File: src/rtl/pae_pkg.sv
package pae_pkg;
  // Flag update chosen at a window boundary
  typedef enum logic [1:0] {
    HYS_HOLD  = 2'd0,
    HYS_SET   = 2'd1,
    HYS_CLEAR = 2'd2
  } hys_act_t;

  localparam int unsigned DEF_UNITS   = 8;
  localparam int unsigned DEF_CNT_W   = 4;
  localparam int unsigned DEF_COEF_W  = 8;
  localparam int unsigned DEF_ACC_W   = 20;
  localparam int unsigned DEF_MIN_WIN = 16;
  localparam int unsigned DEF_MAX_WIN = 1024;
endpackage

File: src/rtl/pae_weight_sum.sv
module pae_weight_sum #(
  parameter int unsigned NUM_UNITS = 8,
  parameter int unsigned CNT_W     = 4,
  parameter int unsigned COEF_W    = 8,
  parameter int unsigned SUM_W     = CNT_W + COEF_W + $clog2(NUM_UNITS)
) (
  input  logic [NUM_UNITS*CNT_W-1:0]  evt_i,
  input  logic [NUM_UNITS*COEF_W-1:0] coef_i,
  output logic [SUM_W-1:0]            sum_o
);
  logic [SUM_W-1:0] prod [NUM_UNITS];

  for (genvar u = 0; u < NUM_UNITS; u++) begin : g_unit
    logic [CNT_W-1:0]  cnt;
    logic [COEF_W-1:0] wgt;
    assign cnt     = evt_i[u*CNT_W +: CNT_W];
    assign wgt     = coef_i[u*COEF_W +: COEF_W];
    assign prod[u] = SUM_W'(cnt) * SUM_W'(wgt);
  end

  always_comb begin
    sum_o = '0;
    for (int u = 0; u < NUM_UNITS; u++) begin
      sum_o = sum_o + prod[u];
    end
  end
endmodule

File: src/rtl/pae_window_timer.sv
module pae_window_timer #(
  parameter int unsigned MIN_WIN = 16,
  parameter int unsigned MAX_WIN = 1024,
  parameter int unsigned LEN_W   = $clog2(MAX_WIN) + 1
) (
  input  logic             clk_i,
  input  logic             rst_ni,
  input  logic [LEN_W-1:0] win_len_i,
  output logic             last_o,
  output logic             done_o
);
  logic [LEN_W-1:0] eff_len;
  logic [LEN_W-1:0] cnt_q, cnt_d;
  logic             done_q, done_d;

  always_comb begin
    if (win_len_i < LEN_W'(MIN_WIN))      eff_len = LEN_W'(MIN_WIN);
    else if (win_len_i > LEN_W'(MAX_WIN)) eff_len = LEN_W'(MAX_WIN);
    else                                  eff_len = win_len_i;
  end

  // a shrinking length mid-window ends the window at once
  assign last_o = (cnt_q >= eff_len - LEN_W'(1));

  always_comb begin
    cnt_d  = last_o ? '0 : cnt_q + LEN_W'(1);
    done_d = last_o;
  end

  always_ff @(posedge clk_i or negedge rst_ni) begin
    if (!rst_ni) begin
      cnt_q  <= '0;
      done_q <= 1'b0;
    end else begin
      cnt_q  <= cnt_d;
      done_q <= done_d;
    end
  end

  assign done_o = done_q;


  win_cnt_range_chk: assert property (@(posedge clk_i) disable iff (!rst_ni)
    cnt_q < LEN_W'(MAX_WIN));

  done_pulse_chk: assert property (@(posedge clk_i) disable iff (!rst_ni)
    done_q |=> !done_q);
endmodule

File: src/rtl/pae_accum.sv
module pae_accum #(
  parameter int unsigned SUM_W = 15,
  parameter int unsigned ACC_W = 20
) (
  input  logic             clk_i,
  input  logic             rst_ni,
  input  logic [SUM_W-1:0] sum_i,
  input  logic             last_i,
  output logic [ACC_W-1:0] end_total_o,
  output logic [ACC_W-1:0] total_o
);
  logic [ACC_W-1:0] acc_q, acc_d;
  logic [ACC_W-1:0] total_q, total_d;
  logic [ACC_W:0]   ext;
  logic             total_en;

  assign ext         = {1'b0, acc_q} + (ACC_W + 1)'(sum_i);
  assign end_total_o = ext[ACC_W] ? {ACC_W{1'b1}} : ext[ACC_W-1:0];
  assign total_en    = last_i;

  always_comb begin
    acc_d   = last_i ? '0 : end_total_o;
    total_d = total_en ? end_total_o : total_q;
  end

  always_ff @(posedge clk_i or negedge rst_ni) begin
    if (!rst_ni) begin
      acc_q   <= '0;
      total_q <= '0;
    end else begin
      acc_q <= acc_d;
      if (total_en) total_q <= total_d;
    end
  end

  assign total_o = total_q;


  no_wrap_chk: assert property (@(posedge clk_i) disable iff (!rst_ni)
    !last_i |=> acc_q >= $past(acc_q));
endmodule

File: src/rtl/pae_budget_cmp.sv
module pae_budget_cmp
  import pae_pkg::*;
#(
  parameter int unsigned ACC_W = 20
) (
  input  logic             clk_i,
  input  logic             rst_ni,
  input  logic             load_i,
  input  logic [ACC_W-1:0] total_i,
  input  logic [ACC_W-1:0] budget_i,
  output logic             over_o,
  output logic [ACC_W-1:0] remain_o
);
  localparam int unsigned CMP_W = ACC_W + 3;

  logic             over_q, over_d;
  logic [ACC_W-1:0] rem_q, rem_d;
  logic             exceeds, below;
  logic [CMP_W-1:0] tot_x8, bud_x7;
  hys_act_t         act;

  assign exceeds = total_i > budget_i;
  assign tot_x8  = {total_i, 3'b000};
  assign bud_x7  = CMP_W'(budget_i) * CMP_W'(7);
  assign below   = tot_x8 < bud_x7;

  always_comb begin
    if (exceeds)    act = HYS_SET;
    else if (below) act = HYS_CLEAR;
    else            act = HYS_HOLD;
  end

  always_comb begin
    over_d = over_q;
    case (act)
      HYS_SET:   over_d = 1'b1;
      HYS_CLEAR: over_d = 1'b0;
      default:   over_d = over_q;
    endcase
    rem_d = (total_i >= budget_i) ? '0 : budget_i - total_i;
  end

  always_ff @(posedge clk_i or negedge rst_ni) begin
    if (!rst_ni) begin
      over_q <= 1'b0;
      rem_q  <= '0;
    end else if (load_i) begin
      over_q <= over_d;
      rem_q  <= rem_d;
    end
  end

  assign over_o   = over_q;
  assign remain_o = rem_q;


  hold_between_chk: assert property (@(posedge clk_i) disable iff (!rst_ni)
    !load_i |=> ($stable(over_q) && $stable(rem_q)));

  over_set_chk: assert property (@(posedge clk_i) disable iff (!rst_ni)
    (load_i && (total_i > budget_i)) |=> (over_q && rem_q == '0));

  over_hold_chk: assert property (@(posedge clk_i) disable iff (!rst_ni)
    (load_i && over_q && (tot_x8 >= bud_x7)) |=> over_q);
endmodule

File: src/rtl/act_power_est.sv
module act_power_est
  import pae_pkg::*;
#(
  parameter int unsigned NUM_UNITS = DEF_UNITS,
  parameter int unsigned CNT_W     = DEF_CNT_W,
  parameter int unsigned COEF_W    = DEF_COEF_W,
  parameter int unsigned ACC_W     = DEF_ACC_W,
  parameter int unsigned MIN_WIN   = DEF_MIN_WIN,
  parameter int unsigned MAX_WIN   = DEF_MAX_WIN,
  localparam int unsigned LEN_W    = $clog2(MAX_WIN) + 1,
  localparam int unsigned SUM_W    = CNT_W + COEF_W + $clog2(NUM_UNITS)
) (
  input  logic                        clk_i,
  input  logic                        rst_ni,
  input  logic [NUM_UNITS*CNT_W-1:0]  evt_cnt_i,
  input  logic [NUM_UNITS*COEF_W-1:0] coef_i,
  input  logic [LEN_W-1:0]            win_len_i,
  input  logic [ACC_W-1:0]            budget_i,
  output logic                        win_done_o,
  output logic [ACC_W-1:0]            win_total_o,
  output logic                        over_budget_o,
  output logic [ACC_W-1:0]            remaining_o
);
  logic             rst_meta_q, rst_sync_q;
  logic [SUM_W-1:0] cyc_sum;
  logic             win_last;
  logic [ACC_W-1:0] end_total;

  // assert asynchronously, release on the clock
  always_ff @(posedge clk_i or negedge rst_ni) begin
    if (!rst_ni) begin
      rst_meta_q <= 1'b0;
      rst_sync_q <= 1'b0;
    end else begin
      rst_meta_q <= 1'b1;
      rst_sync_q <= rst_meta_q;
    end
  end

  pae_weight_sum #(
    .NUM_UNITS(NUM_UNITS), .CNT_W(CNT_W), .COEF_W(COEF_W), .SUM_W(SUM_W)
  ) u_wsum (
    .evt_i(evt_cnt_i), .coef_i(coef_i), .sum_o(cyc_sum)
  );

  pae_window_timer #(
    .MIN_WIN(MIN_WIN), .MAX_WIN(MAX_WIN), .LEN_W(LEN_W)
  ) u_timer (
    .clk_i(clk_i), .rst_ni(rst_sync_q), .win_len_i(win_len_i),
    .last_o(win_last), .done_o(win_done_o)
  );

  pae_accum #(
    .SUM_W(SUM_W), .ACC_W(ACC_W)
  ) u_accum (
    .clk_i(clk_i), .rst_ni(rst_sync_q), .sum_i(cyc_sum), .last_i(win_last),
    .end_total_o(end_total), .total_o(win_total_o)
  );

  pae_budget_cmp #(
    .ACC_W(ACC_W)
  ) u_cmp (
    .clk_i(clk_i), .rst_ni(rst_sync_q), .load_i(win_last),
    .total_i(end_total), .budget_i(budget_i),
    .over_o(over_budget_o), .remain_o(remaining_o)
  );


  remain_bound_chk: assert property (@(posedge clk_i) disable iff (!rst_sync_q)
    win_last |=> (remaining_o <= $past(budget_i)));

  total_with_done_chk: assert property (@(posedge clk_i) disable iff (!rst_sync_q)
    !win_done_o |=> $stable(win_total_o) || win_done_o);
endmodule

File: config.mk
export PLATFORM = sky130hd
export DESIGN_NAME = act_power_est
export DESIGN_NICKNAME = d
export VERILOG_FILES = /design/src/rtl/pae_pkg.sv /design/src/rtl/pae_weight_sum.sv /design/src/rtl/pae_window_timer.sv /design/src/rtl/pae_accum.sv /design/src/rtl/pae_budget_cmp.sv /design/src/rtl/act_power_est.sv
export SDC_FILE = /design/constraint.sdc
export NUM_CORES = 1
export LEC_CHECK = 0
export ABC_AREA = 0
export BUFFER_PORTS_ARGS = -buffer_cell sky130_fd_sc_hd__buf_2
export CORE_UTILIZATION = 55
export DETAILED_ROUTE_END_ITERATION = 7
export HOLD_SLACK_MARGIN = 0.02
export PLACE_DENSITY = 0.76
export SYNTH_ARGS = -nofsm -noshare
export SYNTH_HDL_FRONTEND = slang
export SYNTH_SLANG_ARGS = --single-unit
File: constraint.sdc
create_clock -name clk_i -period 5.05 [get_ports clk_i]
set_input_delay 0.2525 -clock clk_i [delete_from_list [all_inputs] [get_ports clk_i]]
set_output_delay 0.2525 -clock clk_i [all_outputs]
set_load 0.02 [all_outputs]
Word level (Yosys, flattened, before mapping)
Index checks and enable logic that the tools add are counted.
- bits in registers: 75
- input port bits: 129
- output and inout port bits: 42
- word-level logic and storage cells: 47
- add/sub/neg operators: 11
- multipliers: 9
- order comparisons: 6
- equality and inequality tests: 2
- muxes and demuxes: 9
- reduce and logical (&&, ||, !) cells: 2
- operator list (cell ; count):
    multiplier 4 x 8 -> 12 bit ; 8
    adder 15 x 12 -> 15 bit ; 6
    two-way mux 20 bit ; 3
    two-way mux 11 bit ; 3
    < comparator 23 bit ; 1
    multiplier 20 x 3 -> 23 bit (second input constant) ; 1
    adder 20 x 15 -> 21 bit ; 1
    greater-or-equal comparator 20 bit ; 1
    > comparator 20 bit ; 1
    subtractor 20 bit ; 1
    adder 12 x 12 -> 13 bit ; 1
    adder 11 x 1 -> 11 bit (second input constant) ; 1
    greater-or-equal comparator 11 bit ; 1
    > comparator 11 bit (second input constant) ; 1
    < comparator 11 x 5 -> 1 bit (second input constant) ; 1
    subtractor 11 x 1 -> 11 bit (second input constant) ; 1
    two-way mux 2 bit ; 2
    equality test 2 x 1 -> 1 bit (second input constant) ; 1
    equality test 2 bit (second input constant) ; 1
    case mux 1 bit (2 select lines) ; 1
    AND reduction 2 bit ; 1
    nonzero test 2 bit ; 1

Longest topological paths before layout
- depth in word-level cells: 16
- gate-level depth with buffers: 51
- gate-level depth less buffers: 50

Modules after synthesis
A second synthesis with hierarchy kept.
- cells, all modules: 1698
- area, all modules: 15411.0 sq um
- by module, submodules not included (module ; instances ; cells each ; area an instance (sq um) ; seq. area each (sq um)):
    pae_weight_sum ; 1 ; 873 ; 8215.4 ; 0.0
    pae_budget_cmp ; 1 ; 433 ; 3691.0 ; 525.5
    pae_accum ; 1 ; 262 ; 2383.5 ; 1001.0
    pae_window_timer ; 1 ; 127 ; 1067.3 ; 300.3
    act_power_est ; 1 ; 3 ; 53.8 ; 50.0

Worst setup path after synthesis
OpenSTA, ideal clock, no wires.
- path kind: input-to-reg
- start point: in coef_i[1]
- end point: reg u_cmp.rem_q[13] (netlist: u_cmp.remain_o[13])
- library setup time: 122 ps
- arrival: 10850 ps
- data required time: 4928 ps
- slack: -5922 ps
- stages on the path: 48
- path buffers: 1
- cell sequence: nand2_1 -> fa_1 -> fa_1 -> inv_1 -> fa_1 -> inv_1 -> fa_1 -> inv_1 -> ha_1 -> a21o_1 -> a21oi_1 -> xnor2_1 -> fa_1 -> inv_1 -> fa_1 -> fa_1 -> fa_1 -> inv_1 -> [... 12 more ...] -> a21oi_1 -> a211oi_2 -> a21boi_1 -> clkbuf_1 -> nor2_1 -> inv_1 -> ha_1 -> inv_1 -> o221ai_1 -> nand2_1 -> a32oi_1 -> a22oi_1 -> maj3_1 -> a21bo_1 -> a41oi_1 -> a221oi_1 -> or3_1 -> a32o_1
- word-level cells in the longest chain between the ends: 12
- elaborated cells on any way between the ends: 13
- classes of those cells: add/sub (9); mul (1); order compare (1); mux (2)
- RTL lines (element ; RTL line ; source):
    start, declared ; act_power_est.sv:16 ; input logic [NUM_UNITS*COEF_W-1:0] coef_i,
    multiplier 4 x 8 -> 12 bit (*) ; pae_weight_sum.sv:18 ; assign prod[u] = SUM_W'(cnt) * SUM_W'(wgt);
    adder 12 x 12 -> 13 bit (*) ; pae_weight_sum.sv:24 ; sum_o = sum_o + prod[u];
    adder 15 x 12 -> 15 bit (*) (6 in a row) ; pae_weight_sum.sv:24 ;
    adder 20 x 15 -> 21 bit (*) ; pae_accum.sv:17 ; assign ext = {1'b0, acc_q} + (ACC_W + 1)'(sum_i);
    two-way mux 20 bit (*) ; pae_accum.sv:18 ; assign end_total_o = ext[ACC_W] ? {ACC_W{1'b1}} : ext[ACC_W-1:0];
    net end_total[0] ; act_power_est.sv:27 ; logic [ACC_W-1:0] end_total;
    subtractor 20 bit or greater-or-equal comparator 20 bit (tied branches) ; pae_budget_cmp.sv:40 ; rem_d = (total_i >= budget_i) ? '0 : budget_i - total_i;
    two-way mux 20 bit (*) ; pae_budget_cmp.sv:40 ;
    end signal, assigned ; pae_budget_cmp.sv:49 ; rem_q <= rem_d;
    end, declared ; pae_budget_cmp.sv:17 ; logic [ACC_W-1:0] rem_q, rem_d;
The timed path passes the listed nets; every way through them passes the cells marked *.
A chain may end at the register's enable or synchronous reset.

Final worst setup path
- start point: in coef_i[11]
- end point: reg u_cmp.rem_q[13] (netlist: u_cmp.remain_o[13])
- word-level cells in the longest chain between the ends: 12
- elaborated cells on any way between the ends: 13
- classes of those cells: add/sub (9); mul (1); order compare (1); mux (2)
- RTL lines (element ; RTL line):
    multiplier 4 x 8 -> 12 bit (*) ; pae_weight_sum.sv:18
    adder 12 x 12 -> 13 bit (*) ; pae_weight_sum.sv:24
    adder 15 x 12 -> 15 bit (*) (6 in a row) ; pae_weight_sum.sv:24
    adder 20 x 15 -> 21 bit (*) ; pae_accum.sv:17
    two-way mux 20 bit (*) ; pae_accum.sv:18
    subtractor 20 bit or greater-or-equal comparator 20 bit (tied branches) ; pae_budget_cmp.sv:40
    two-way mux 20 bit (*) ; pae_budget_cmp.sv:40
Mark *: on every way between the ends. The rest lies on a longest branch, timed or not.

==> results.py <==
metrics = {
    "outcome": {
        "outcome": "complete, but fails checks",
        "violations": "negative setup slack",
    },
    "synth": {
        "ys_seq_elements": 75,
        "ys_types": 77,
        "syn-num-nets": 2223,
        "async_flop_share_pct": 100,
        "synth_edf_count": 0,
        "synth.avg_cell_area_um2": 8.99,
        "synthCells": 1689,
        "ys.flop_type": "dfrtp_1",
        "syn_area_um2": 15200,
        "synth_seq_area_share_pct": 12.4,
        "synth-warning-count": 0,
    },
    "sta": {
        "slew_viol_final": 0,
        "relSlewSlack_pct": 8.58,
        "fin_crit_sh_pct": 208,
        "finalSetupViolCount": 61,
        "fin_skew_ns": 0.00860,
        "tightest_slew_ns": 1.37,
        "min_period_ns": 10.50,
        "max_freq_ghz": 0.0952,
        "hold_violations": 0,
        "grt_setup_unrepaired": "yes",
        "setup_slack_ns": -5.45,
    },
    "floorplanning": {
        "dieWidth_um": 168,
        "fp.dieH_um": 168,
        "num_rows": 60,
        "initial_core_util_pct": 56.2,
        "fp.coreArea_um2": 27000,
        "dieArea_um2": 28300,
        "io_pins": 171,
    },
    "critical_path": {
        "cp_common_cell": "fa_1",
        "required_ns": 5.28,
        "arrival_ns": 10.74,
        "worst_path_max_delay_cell": "fa_1",
        "start_kind": "input port",
        "cpPeakStageDelay_ns": 0.58,
        "crit_path_end_kind": "flip-flop",
        "crit_path_max_fanout": 5,
        "path_class": "input port to flip-flop",
    },
    "routing": {
        "routed.top_layer": "met4",
        "drc": 0,
        "drt_first_pass_iters": 6,
        "wire_per_inst_um": 18.9,
        "wl_met2_um": 24200,
        "routed_via_density": 5.69,
        "dr.first_iter.drc_count": 987,
        "drt_wl_total_um": 47600,
        "postRouteAntennaNets": 0,
        "wirelength_met1_um": 18300,
        "vias": 14300,
        "wl_met3_um": 2770,
    },
    "place": {
        "dp_cells": 2430,
        "dp_hpwl_um": 34800,
        "place_congestion": 0.951,
        "portBuffers": 170,
    },
    "cts": {
        "tritoncts": "built",
        "htree_levels": 3,
        "clock_sink_count": 75,
        "insertion_delay_ns": 0.35,
        "clk_pin_slew_ns": 0.06,
        "cts_buffers": 9,
        "clockBufferDepth": 2,
        "root_buffer": "clkbuf_16",
    },
    "finish": {
        "diodes": 0,
        "nNetsFinal": 2701,
        "final_cell_mix": "inv_1 (305), buf_4 (266), fa_1 (240), nand2_1 (162), buf_2 (160)",
        "final_common_cell": "inv_1",
        "final_cells": 2513,
        "drive_gt1_share_pct": 31.4,
        "area_growth_pct": 33.8,
    },
    "global_route": {
        "antenna_found_initial": 0,
        "grt.total_usage_pct": 32.6,
        "gr-total-overflow": 0,
        "grt_first_pass_wirelength_um": 72900,
        "grt_max_degree": 69,
        "grt_pass1_vias": 14900,
    },
    "worst_hold_path": {
        "holdCritPathClass": "flip-flop to async pin",
    },
    "job": {
        "drv_cap": 0,
    },
}
==> metrics by stage <==
step	setup slack, ns	instance area, um2	setup TNS, ns	utilization [%]	hold slack, ns
2_1_floorplan	-5.11	15400	-230.73	-	-0.0431
5_1_grt	-5.75	20300	-276.59	75.2	0.155
3_5_place_dp	-5.97	18500	-284.26	68.4	0.0396
6_report	-5.45	20300	-260.86	75.2	0.139
4_1_cts	-5.13	19900	-243.17	73.7	0.144
3_3_place_gp	-5.65	18500	-270.39	68.4	0.0375
==> state kept, by name, indices dropped and copies added, names as in the netlist <==
register         cells
u_accum.total_o     20
rst_sync_q           1
rst_meta_q           1
u_timer.done_o       1
u_cmp.remain_o      20
u_timer.cnt_q       11
u_accum.acc_q       20
u_cmp.over_o         1
==> cells in the mapped netlist, types with 15 or more instances <==
master	number	area (um2)
nand3_1	23	115
ha_1	162	2030
a22o_1	15	131
a21o_1	28	210
a21oi_1	72	360
xnor2_1	46	403
nor3_1	18	90.1
o21ai_0	39	195
fa_1	243	4860
xor2_1	30	263
nand2b_1	16	100
nor2_1	106	398
and2_1	136	851
nand2_1	172	646
dfrtp_1	75	1880
inv_1	321	1200
==> worst max-delay path: cells and delay by family <==
| family | cells | cell delay (ns) |
|---|---|---|
| adder cells (fa/ha/maj) | 12 | 5.24 |
| AO/OA/AOI/OAI | 16 | 3.12 |
| AND/OR/NAND/NOR | 7 | 1.17 |
| buffers and inverters | 6 | 0.65 |
| XOR/XNOR | 2 | 0.32 |
==> layout make-up <==
type,instances,area (um2)
fill,1743,6700
inverter,323,1210
timing repair buffer,488,3520
clock buffer,11,253
tap,341,427
multi-input combinational,1270,13000
sequential,75,1880
clock inverter,5,45.0
==> cells by family after synthesis <==
| kind of cell | after synthesis | share of synthesized area [%] |
|---|---|---|
| simple gates | 519 | 16.8 |
| fa+ha+maj | 412 | 45.8 |
| buf+inv | 344 | 8.66 |
| compound gates | 259 | 11.8 |
| xor+xnor | 76 | 4.38 |
| flops | 75 | 12.4 |
| mux | 3 | 0.198 |
| other cells | 1 | 0.0247 |
==> final timing paths <==
check,startpoint,endpoint,slack [ns],cells past startpoint
min in group clk_i,rst_meta_q$_DFF_PN0_,rst_sync_q$_DFF_PN0_,0.36,0
worst min register to register,rst_sync_q$_DFF_PN0_,u_accum.total_o[6]$_DFFE_PN0P_,0.14,0
worst min-delay path,rst_sync_q$_DFF_PN0_,u_accum.total_o[6]$_DFFE_PN0P_,0.14,0
worst max-delay path,coef_i[11],u_cmp.remain_o[13]$_DFFE_PN0P_,-5.45,43
max in group asynchronous,rst_sync_q$_DFF_PN0_,u_cmp.remain_o[1]$_DFFE_PN0P_,3.77,1
worst max register to register,u_accum.acc_q[0]$_DFF_PN0_,u_cmp.remain_o[11]$_DFFE_PN0P_,0.34,22
==> per-layer routing <==
metal / global-route usage, % / up-vias
met1: 40.8 / 7086
li1: - / 6361
met5: 0 / -
met4: 12.3 / 0
met2: 58.1 / 651
met3: 3.50 / 199
==> repair_timing <==
action,CTS,global route
hold endpoints to repair,2,0
setup buffers,62,29
resized for setup,170,101
hold buffers,1,0
setup endpoints to repair,61,61
cloned,2,0
pin swaps,115,85
Power is not shown: default switching activity piles up to over one toggle a cycle in this logic, so the estimate is an artifact.
